[config.mk]
export PLATFORM = sky130hd
export DESIGN_NAME = hostbus_slave
export DESIGN_NICKNAME = d
export VERILOG_FILES = /design/src/rtl/hbs_pkg.sv /design/src/rtl/hbs_sync.sv /design/src/rtl/hbs_ctrl.sv /design/src/rtl/hbs_regs.sv /design/src/rtl/hostbus_slave.sv
export SDC_FILE = /design/constraint.sdc
export NUM_CORES = 1
export LEC_CHECK = 0
export ABC_AREA = 1
export BUFFER_PORTS_ARGS = -buffer_cell sky130_fd_sc_hd__buf_4
export CAP_MARGIN = 30
export CELL_PAD_IN_SITES_DETAIL_PLACEMENT = 1
export CELL_PAD_IN_SITES_GLOBAL_PLACEMENT = 2
export CORE_MARGIN = 4
export CORE_UTILIZATION = 39
export DETAILED_ROUTE_END_ITERATION = 8
export PLACE_DENSITY_LB_ADDON = 0.15
export RECOVER_POWER = 50
export REMOVE_ABC_BUFFERS = 1
export SLEW_MARGIN = 30
export SYNTH_ARGS = -nofsm -noshare
export SYNTH_HDL_FRONTEND = slang
export SYNTH_HIERARCHICAL = 1
export SYNTH_SLANG_ARGS = --single-unit
export TNS_END_PERCENT = 100
[constraint.sdc]
create_clock -name clk -period 4.95 [get_ports clk]
set_input_delay 0.2475 -clock clk [delete_from_list [all_inputs] [get_ports clk]]
set_output_delay 0.2475 -clock clk [all_outputs]
set_load 0.01 [all_outputs]
[src/rtl/hbs_pkg.sv]
package hbs_pkg;
  typedef enum logic [1:0] {
    ST_IDLE = 2'd0,
    ST_WAIT = 2'd1,
    ST_ACK  = 2'd2
  } acc_state_e;

  localparam logic [1:0] MODE_SPLIT = 2'd0;
  localparam logic [1:0] MODE_DSTRB = 2'd1;
endpackage

[src/rtl/hbs_sync.sv]
module hbs_sync #(
  parameter int   W       = 1,
  parameter logic RST_VAL = 1'b0
) (
  input  logic         clk,
  input  logic         rst_n,
  input  logic [W-1:0] d,
  output logic [W-1:0] q
);
  for (genvar i = 0; i < W; i++) begin : g_bit
    logic s1_q, s2_q;
    always_ff @(posedge clk or negedge rst_n) begin
      if (!rst_n) begin
        s1_q <= RST_VAL;
        s2_q <= RST_VAL;
      end else begin
        s1_q <= d[i];
        s2_q <= s1_q;
      end
    end
    assign q[i] = s2_q;
  end
endmodule

[src/rtl/hbs_ctrl.sv]
module hbs_ctrl
  import hbs_pkg::*;
#(
  parameter int ADDR_W = 3,
  parameter int DATA_W = 8,
  parameter int WAIT_W = 3
) (
  input  logic              clk,
  input  logic              rst_n,
  input  logic [1:0]        mode,
  input  logic              cs_s,
  input  logic              rd_s,
  input  logic              wr_s,
  input  logic              ds_s,
  input  logic              cs_raw,
  input  logic              rnw,
  input  logic [ADDR_W-1:0] addr,
  input  logic [DATA_W-1:0] wdata,
  input  logic [WAIT_W-1:0] wait_cnt,
  output logic              acc_we,
  output logic              acc_rd,
  output logic [ADDR_W-1:0] acc_addr,
  output logic [DATA_W-1:0] acc_wdata,
  output logic              ack_act,
  output logic              rd_active
);
  acc_state_e        state_q, state_d;
  logic [WAIT_W-1:0] cnt_q, cnt_d;
  logic              isrd_q, isrd_d;
  logic [ADDR_W-1:0] addr_q, addr_d;
  logic [DATA_W-1:0] wdat_q, wdat_d;
  logic              clocked, req, req_rd, fire;

  always_comb begin
    clocked = mode[1];
    if (clocked) begin
      req    = ~cs_raw;
      req_rd = rnw;
    end else if (mode == MODE_DSTRB) begin
      req    = ~cs_s & ~ds_s;
      req_rd = rnw;
    end else begin
      req    = ~cs_s & (~rd_s | ~wr_s);
      req_rd = ~rd_s;
    end
  end

  always_comb begin
    state_d = state_q;
    cnt_d   = cnt_q;
    isrd_d  = isrd_q;
    addr_d  = addr_q;
    wdat_d  = wdat_q;
    fire    = 1'b0;
    unique case (state_q)
      ST_IDLE: if (req) begin
        state_d = ST_WAIT;
        cnt_d   = wait_cnt;
        isrd_d  = req_rd;
        addr_d  = addr;
        wdat_d  = wdata;
      end
      ST_WAIT: if (cnt_q == '0) begin
        state_d = ST_ACK;
        fire    = 1'b1;
      end else begin
        cnt_d = cnt_q - 1'b1;
      end
      ST_ACK: if (clocked || !req) state_d = ST_IDLE;
      default: state_d = ST_IDLE;
    endcase
  end

  always_ff @(posedge clk or negedge rst_n) begin
    if (!rst_n) begin
      state_q <= ST_IDLE;
      cnt_q   <= '0;
      isrd_q  <= 1'b0;
      addr_q  <= '0;
      wdat_q  <= '0;
    end else begin
      state_q <= state_d;
      cnt_q   <= cnt_d;
      isrd_q  <= isrd_d;
      addr_q  <= addr_d;
      wdat_q  <= wdat_d;
    end
  end

  assign acc_we    = fire & ~isrd_q;
  assign acc_rd    = fire & isrd_q;
  assign acc_addr  = addr_q;
  assign acc_wdata = wdat_q;
  assign ack_act   = (state_q == ST_ACK);
  assign rd_active = ack_act & isrd_q;

  // clocked-mode ready lasts a single clock
  p_ready_single_r4: assert property (@(posedge clk) disable iff (!rst_n)
    (clocked && ack_act) |=> !ack_act);
  // asynchronous acknowledge holds while the strobe is asserted
  p_ack_hold_r6: assert property (@(posedge clk) disable iff (!rst_n)
    (!clocked && ack_act && req) |=> ack_act);
  // asynchronous acknowledge drops only after the strobe has gone
  p_ack_release_r6: assert property (@(posedge clk) disable iff (!rst_n)
    (!clocked && $fell(ack_act)) |-> !$past(req));
  // acknowledge is reached only from an expired wait count
  p_wait_done_r5: assert property (@(posedge clk) disable iff (!rst_n)
    $rose(ack_act) |-> ($past(state_q) == ST_WAIT && $past(cnt_q) == '0));
endmodule

[src/rtl/hbs_regs.sv]
module hbs_regs #(
  parameter int ADDR_W = 3,
  parameter int DATA_W = 8
) (
  input  logic              clk,
  input  logic              rst_n,
  input  logic              we,
  input  logic              rd_load,
  input  logic [ADDR_W-1:0] addr,
  input  logic [DATA_W-1:0] wdata,
  input  logic [DATA_W-1:0] status_in,
  output logic [DATA_W-1:0] rdata
);
  localparam int NREGS = 1 << ADDR_W;
  localparam int RO    = NREGS - 1;

  function automatic logic [DATA_W-1:0] dflt(input int unsigned idx);
    logic [31:0] v;
    v = idx * 32'h1E + 32'h0F;
    return v[DATA_W-1:0];
  endfunction

  logic [DATA_W-1:0] regs_q [NREGS];
  logic [DATA_W-1:0] rdata_q;

  for (genvar i = 0; i < NREGS; i++) begin : g_reg
    if (i == RO) begin : g_status
      always_ff @(posedge clk or negedge rst_n) begin
        if (!rst_n) regs_q[i] <= '0;
        else        regs_q[i] <= status_in;
      end
    end else begin : g_rw
      logic wen;
      assign wen = we && (addr == ADDR_W'(i));
      always_ff @(posedge clk or negedge rst_n) begin
        if (!rst_n)   regs_q[i] <= dflt(i);
        else if (wen) regs_q[i] <= wdata;
      end
    end
  end

  always_ff @(posedge clk or negedge rst_n) begin
    if (!rst_n)       rdata_q <= '0;
    else if (rd_load) rdata_q <= regs_q[addr];
  end
  assign rdata = rdata_q;

  // a write aimed at the status register leaves it tracking status_in
  p_ro_keep_r9: assert property (@(posedge clk) disable iff (!rst_n)
    (we && addr == ADDR_W'(RO)) |=> (regs_q[RO] == $past(status_in)));
endmodule

[src/rtl/hostbus_slave.sv]
module hostbus_slave
  import hbs_pkg::*;
#(
  parameter int ADDR_W = 3,
  parameter int DATA_W = 8,
  parameter int WAIT_W = 3
) (
  input  logic              clk,
  input  logic              rst_n,
  input  logic [1:0]        mode,
  input  logic              cs_n,
  input  logic              rd_n,
  input  logic              wr_n,
  input  logic              ds_n,
  input  logic              rnw,
  input  logic [ADDR_W-1:0] addr,
  input  logic [DATA_W-1:0] wdata,
  input  logic [WAIT_W-1:0] wait_cnt,
  input  logic [DATA_W-1:0] status_in,
  output logic [DATA_W-1:0] rdata,
  output logic              rdata_oe,
  output logic              ack,
  output logic              ack_oe
);
  logic       rst_ok;
  logic [3:0] strb_s;
  logic       acc_we, acc_rd, ack_act, rd_active;
  logic [ADDR_W-1:0] acc_addr;
  logic [DATA_W-1:0] acc_wdata;

  hbs_sync #(.W(1), .RST_VAL(1'b0)) u_rst_sync (
    .clk(clk), .rst_n(rst_n), .d(1'b1), .q(rst_ok)
  );

  hbs_sync #(.W(4), .RST_VAL(1'b1)) u_strb_sync (
    .clk(clk), .rst_n(rst_ok), .d({ds_n, wr_n, rd_n, cs_n}), .q(strb_s)
  );

  hbs_ctrl #(.ADDR_W(ADDR_W), .DATA_W(DATA_W), .WAIT_W(WAIT_W)) u_ctrl (
    .clk(clk), .rst_n(rst_ok), .mode(mode),
    .cs_s(strb_s[0]), .rd_s(strb_s[1]), .wr_s(strb_s[2]), .ds_s(strb_s[3]),
    .cs_raw(cs_n), .rnw(rnw), .addr(addr), .wdata(wdata), .wait_cnt(wait_cnt),
    .acc_we(acc_we), .acc_rd(acc_rd), .acc_addr(acc_addr), .acc_wdata(acc_wdata),
    .ack_act(ack_act), .rd_active(rd_active)
  );

  hbs_regs #(.ADDR_W(ADDR_W), .DATA_W(DATA_W)) u_regs (
    .clk(clk), .rst_n(rst_ok), .we(acc_we), .rd_load(acc_rd),
    .addr(acc_addr), .wdata(acc_wdata), .status_in(status_in), .rdata(rdata)
  );

  assign ack      = mode[1] ? ack_act : ~ack_act;
  assign ack_oe   = rst_ok;
  assign rdata_oe = rd_active & rst_ok;

  // read data is only enabled while the handshake is at its active level
  p_oe_read_r7: assert property (@(posedge clk) disable iff (!rst_ok)
    rdata_oe |-> (ack == mode[1]));
  // pad enables are off while reset is held
  p_reset_oe_r10: assert property (@(posedge clk)
    !rst_n |-> (!ack_oe && !rdata_oe));
endmodule

==> metrics.cfg, run 1 <==
[run_status]
status=complete, but fails checks
violations=capacitance limit, slew limit

[sta]
layout_min_cycle_time_ps=2690
slew_violations=31
fin_skew_ps=11.7
relSlewSlack=-0.0857
fin_tns_setup_ps=0
setup_violations=0
hold_violations=0
min_period_over_period=0.543
whs_ps=129
fmax_ghz=0.372
worstMarginPinSlew_ps=1630
rsz0062_at_grt=no

[synthesis]
synthTopCellsByCount=nand2_1, dfrtp_1, nand3_1
syn_area_sq_um=4580
postSynthCellCount=522
synth.top_cell.area_share=0.344
ys_ff_latch=99
synth_area_leaders=dfrtp_1, dfstp_2, nand2_1
synth_ff_type=dfrtp_1
synth_enable_flop_cells=0
synth_seq_area_share=0.551
synthArstFlopShare=1.00
yosysMostFrequentCell=nand2_1
yosys.area.top_type=dfrtp_1
yosysWarnings=6
post_synth.cell_area_avg_sq_um=8.78
ys_types=29

[clock_network]
cts_made_buffers=9
clock_latency_ps=350
cts.clk_slew.worst_paths_ps=70
cts_resized=0
clk_path_buf_depth=2
tritoncts=done
cts_setup_buffers=0
ctsHoldBuffers=13
htreeDepth=3
clock-sinks=99
clock-root-buffer=clkbuf_16

[drt]
wl_per_cell_microns=16.5
drcViolationCount=0
wl_microns=11700
antenna_left=0
avgViaCountPerCell=4.89
vias=3485
drtIter0Drc=138
first_pass_iters=4

[final_layout]
regArea_sq_um=2520
n_fill_cell=1375
fin_nets=598
syn_to_final_growth_pct=15.2
layout-drive-gt1-share=0.214
multi_input_area_sq_um=1710
antenna_cells=0

[global_routing]
grt_pass1_vias=3667
gr-usage-all-layers=0.190
grt_max_degree=71
grt_pass1_wl_microns=19500
antenna_found_initial=0
overflow=0

[placement]
dpl.hpwl_microns=7720
numPortBuffers=41
gp_congestion=0.804

[worst_setup_path]
start_kind=flip-flop
crit_arrival_ps=2850
path_class=flip-flop to asynchronous set/reset pin
cp.required_ps=5110
critical_path.endpoint_type=asynchronous set/reset pin
worstPathMaxFanout=51

[hold_path]
hold_path.class=primary input to flip-flop

[die]
die_w_microns=116
die_area_sq_um=13500
row_count=39
die_h_microns=116
pin_count=42
initial_utilization=0.399
design.core.area_sq_um=11500

[pwr]
power.leakage_nw=2.53
ir_drop_mv=0.403
power_density_nw_per_um2=597

[run]
max_cap_viol_count=1

==> cell usage in the layout, fill, tap and decap left out <==
cell type / count
inv_1: 21
inv_6: 3
clkinvlp_4: 1
nor2_2: 2
nor2_1: 5
nand2_2: 7
bufinv_16: 1
conb_1: 1
o21ai_0: 11
nor2_8: 2
dfrtp_1: 63
o31ai_1: 2
ha_1: 2
o21ai_2: 12
a21oi_1: 1
nand3_1: 41
nand3_2: 2
inv_8: 1
nor2_4: 2
clkbuf_1: 10
nand2_4: 3
nor3_1: 2
dlygate4sd3_1: 13
buf_16: 1
clkbuf_16: 9
o21ai_1: 37
dfstp_2: 36
clkinv_1: 1
clkinv_4: 2
nand3_4: 1
nand2_1: 238
clkbuf_4: 12
inv_2: 2
clkinv_2: 1
buf_4: 22
==> layer usage <==
metal | track usage | share of wire | wire, microns | up-vias
met5 | 0 | 0 | 0 | -
met1 | 0.257 | 0.48 | 5680 | 1677
met3 | 0.0430 | 0.036 | 423 | 13
li1 | - | - | - | 1731
met2 | 0.307 | 0.47 | 5480 | 64
met4 | 0.0541 | 0.013 | 150 | 0
==> per-stage QoR <==
step / util / cells / setup slack, ps / power (W) / cell area, sq um
6_report: 0.460 / 713 / 2260 / 0.00315 / 5280
5_1_grt: 0.460 / 713 / 1680 / 0.00341 / 5280
4_1_cts: 0.462 / 712 / 2400 / 0.00322 / 5300
3_5_place_dp: 0.423 / 683 / 2410 / 0.00246 / 4860
3_3_place_gp: 0.423 / 683 / 2360 / 0.00242 / 4860
2_1_floorplan: - / 496 / 1950 / 0.00207 / 4340
==> path summary, 6_finish.rpt <==
path,slack [ps],cells after the start,end,start
min in group asynchronous,200,2,u_rst_sync/g_bit[0].s1_q,rst_n
hold / removal,130,3,u_ctrl/acc_wdata[2],wdata[2]
max in group clk,2390,8,u_regs/rdata[4],u_ctrl/state_q[1]
setup reg to reg,2260,2,u_regs/regs_q[63],u_rst_sync/q
hold reg to reg,360,0,u_strb_sync/g_bit[2].s2_q,u_strb_sync/g_bit[2].s1_q
setup / recovery,2260,2,u_regs/regs_q[63],u_rst_sync/q
==> registers in the layout, indices dropped and copies added (netlist names), 2 cells and up <==
name / cells
u_strb_sync/g_bit.s1_q: 4
u_ctrl/cnt_q: 3
u_ctrl/acc_wdata: 8
u_strb_sync/g_bit.s2_q: 4
u_regs/regs_q: 64
u_ctrl/acc_addr: 3
u_ctrl/state_q: 2
u_regs/rdata: 8
==> layout make-up <==
class	count	area share
Tap cell	143	0.0339
Inverter	26	0.0197
Clock inverter	7	0.0159
Timing Repair Buffer	58	0.0854
Clock buffer	9	0.0427
Multi-Input combinational cell	371	0.324
Sequential cell	99	0.478
==> report_power, final <==
part / leakage [nW] / switching [W] / internal [W]
sequential: 1.19 / 0.000206 / 0.00114
combinational: 1.19 / 0.000719 / 0.000350
clock: 0.149 / 0.000334 / 0.000401
==> cells by family after synthesis <==
logic type      share of synthesized area
simple gates                        0.289
flops                               0.551
compound gates                     0.0798
buf+inv                            0.0746
fa+ha+maj                         0.00546
other cells                      0.000819
==> critical path, stage by stage, from the launching register on <==
cell	delay (ps)
dfrtp_1	920
buf_16	340
clkbuf_1	1220
Power figures use the tool's default switching activity.
==> run 2: changes to the inputs <==
Settings changed: CORE_UTILIZATION 39 to 36.
Clock period 4.95 ns to 2.8 ns, I/O delays scaled along.
==> metrics.cfg, run 2 (synthesized netlist as in run 1, its figures left out) <==
[placement]
dp_slack_ps=796  ; -1620 ps
dpl.hpwl_microns=8120  ; +5.2%
gp_congestion=0.756  ; -5.9%
numPortBuffers=41  ; unchanged

[sta]
slew_violations=0  ; -100%
rsz0062_at_grt=no
whs_ps=22.2  ; -106 ps
relSlewSlack=0.539  ; +0.624
hold_violations=0  ; unchanged
fin_skew_ps=8.21  ; -3.49 ps
worst_slack_ps=784  ; -1480 ps
min_period_over_period=0.720  ; +0.177
worstMarginPinSlew_ps=691  ; -937 ps
fmax_ghz=0.496  ; +33%
setup_violations=0  ; unchanged
layout_min_cycle_time_ps=2020  ; -672 ps

[drt]
antenna_left=0  ; unchanged
wl_microns=12400  ; +5.6%
vias=3553  ; +2.0%
avgViaCountPerCell=4.79  ; -2.0%
wl_per_cell_microns=16.7  ; +1.5%
first_pass_iters=4  ; unchanged
drtIter0Drc=135  ; -2.2%
drcViolationCount=0  ; unchanged

[clock_network]
cts_resized=0  ; unchanged
cts.clk_slew.worst_paths_ps=70  ; about the same
clk_path_buf_depth=2  ; unchanged
ctsHoldBuffers=13  ; unchanged
clock-sinks=99  ; unchanged
cts_setup_buffers=0  ; unchanged
cts_made_buffers=9  ; unchanged
tritoncts=done
clock_latency_ps=350  ; about the same
clock-root-buffer=clkbuf_16
htreeDepth=3  ; unchanged

[die]
design.core.area_sq_um=12200  ; +6.5%
die_w_microns=121  ; +3.8%
initial_utilization=0.375  ; -0.0244
row_count=40  ; +2.6%
pin_count=42  ; unchanged
die_area_sq_um=14600  ; +7.7%
die_h_microns=121  ; +3.8%

[global_routing]
grt_pass1_vias=3862  ; +5.3%
grt_max_degree=59  ; -17%
gr-usage-all-layers=0.185  ; -0.00471
antenna_found_initial=0  ; unchanged
grt_pass1_wl_microns=20700  ; +6.0%
overflow=0  ; unchanged

[final_layout]
fin_nets=602  ; +0.67%
final_common_cell=nand2_1
largest_reg_flops=64  ; unchanged
regMostFlops=u_regs/regs_q
antenna_cells=0  ; unchanged
syn_to_final_growth_pct=17.4
mostFrequentLayoutCells=nand2_1, dfrtp_1, nand3_1
layout-drive-gt1-share=0.223  ; +0.00896

[worst_setup_path]
start_kind=flip-flop
crit_path_top_delay_cell=dfrtp_1
path_buf_inv=3  ; +1
worstPathMaxFanout=16  ; -69%
slowest_delay_ps=420  ; -800 ps
path_delay_family=simple AND/OR/NAND/NOR gates
crit_arrival_ps=2230  ; -620 ps
critical_path.endpoint_type=flip-flop
path_class=flip-flop to flip-flop
cp.required_ps=3020  ; -2090 ps
crit_path_cell_trace=inv_1 > nand2_2 > nor3_2 > inv_1 > nor2_1 > nand2_1 > clkinv_2 > nand2_2 > nand2_1 > o21ai_1
r2r_slack_ps=780  ; -1480 ps

[pwr]
power_density_nw_per_um2=1080  ; +80%
power.leakage_nw=2.57  ; +1.6%
ir_drop_mv=0.402  ; -0.18%

[run_status]
status=completed

[hold_path]
hold_path.class=primary input to flip-flop

[run]
max_cap_viol_count=0  ; -1

run 2: worst min-delay path, cell delays in order:
cell and delay [ps]:
buf_4 80, nand3_1 60, nand2_1 60
run 2: final timing paths:
path	from	end	cells past startpoint
min in group asynchronous	rst_n	u_rst_sync/g_bit[0].s1_q	2
min reg2reg	u_rst_sync/q	u_regs/regs_q[2]	0
min	wdata[5]	u_ctrl/acc_wdata[5]	3
max	u_ctrl/state_q[1]	u_regs/regs_q[30]	10
max reg2reg	u_ctrl/state_q[1]	u_regs/regs_q[30]	10
max in group asynchronous	u_rst_sync/q	u_regs/regs_q[56]	1
run 2: per-layer routing:
layer	routed length [microns]	up-vias	track usage
li1	-	1744	-
met1	5570	1749	0.233
met2	6210	47	0.322
met3	413	13	0.0379
met4	186	0	0.0524
met5	0	-	0
run 2: power by group:
part | internal (W) | leakage [nW] | switching [W]
Sequential | 0.00202 | 1.18 | 0.000328
Clock | 0.000895 | 0.169 | 0.000538
Combinational | 0.000657 | 1.21 | 0.00134
run 2: cell type report:
type                       count  area [sq um]
sequential                    99          2530
fill                        1492          6840
clock buffer                  11           243
multi-input combinational    371          1720
clock inverter                 5           100
inverter                      26           104
timing repair buffer          62           477
tap                          168           210
run 2: through the flow:
| step | TNS (ps) | util | cells | area (sq um) | power, W |
|---|---|---|---|---|---|
| after CTS | 0 | 0.443 | 742 | 5410 | 0.00591 |
| after floorplan | -12300 | - | 496 | 4340 | 0.00366 |
| after global placement | 0 | 0.404 | 713 | 4940 | 0.00434 |
| after global routing | 0 | 0.440 | 742 | 5380 | 0.00625 |
| after detailed placement | 0 | 0.404 | 713 | 4940 | 0.00443 |
| final | 0 | 0.440 | 742 | 5380 | 0.00578 |
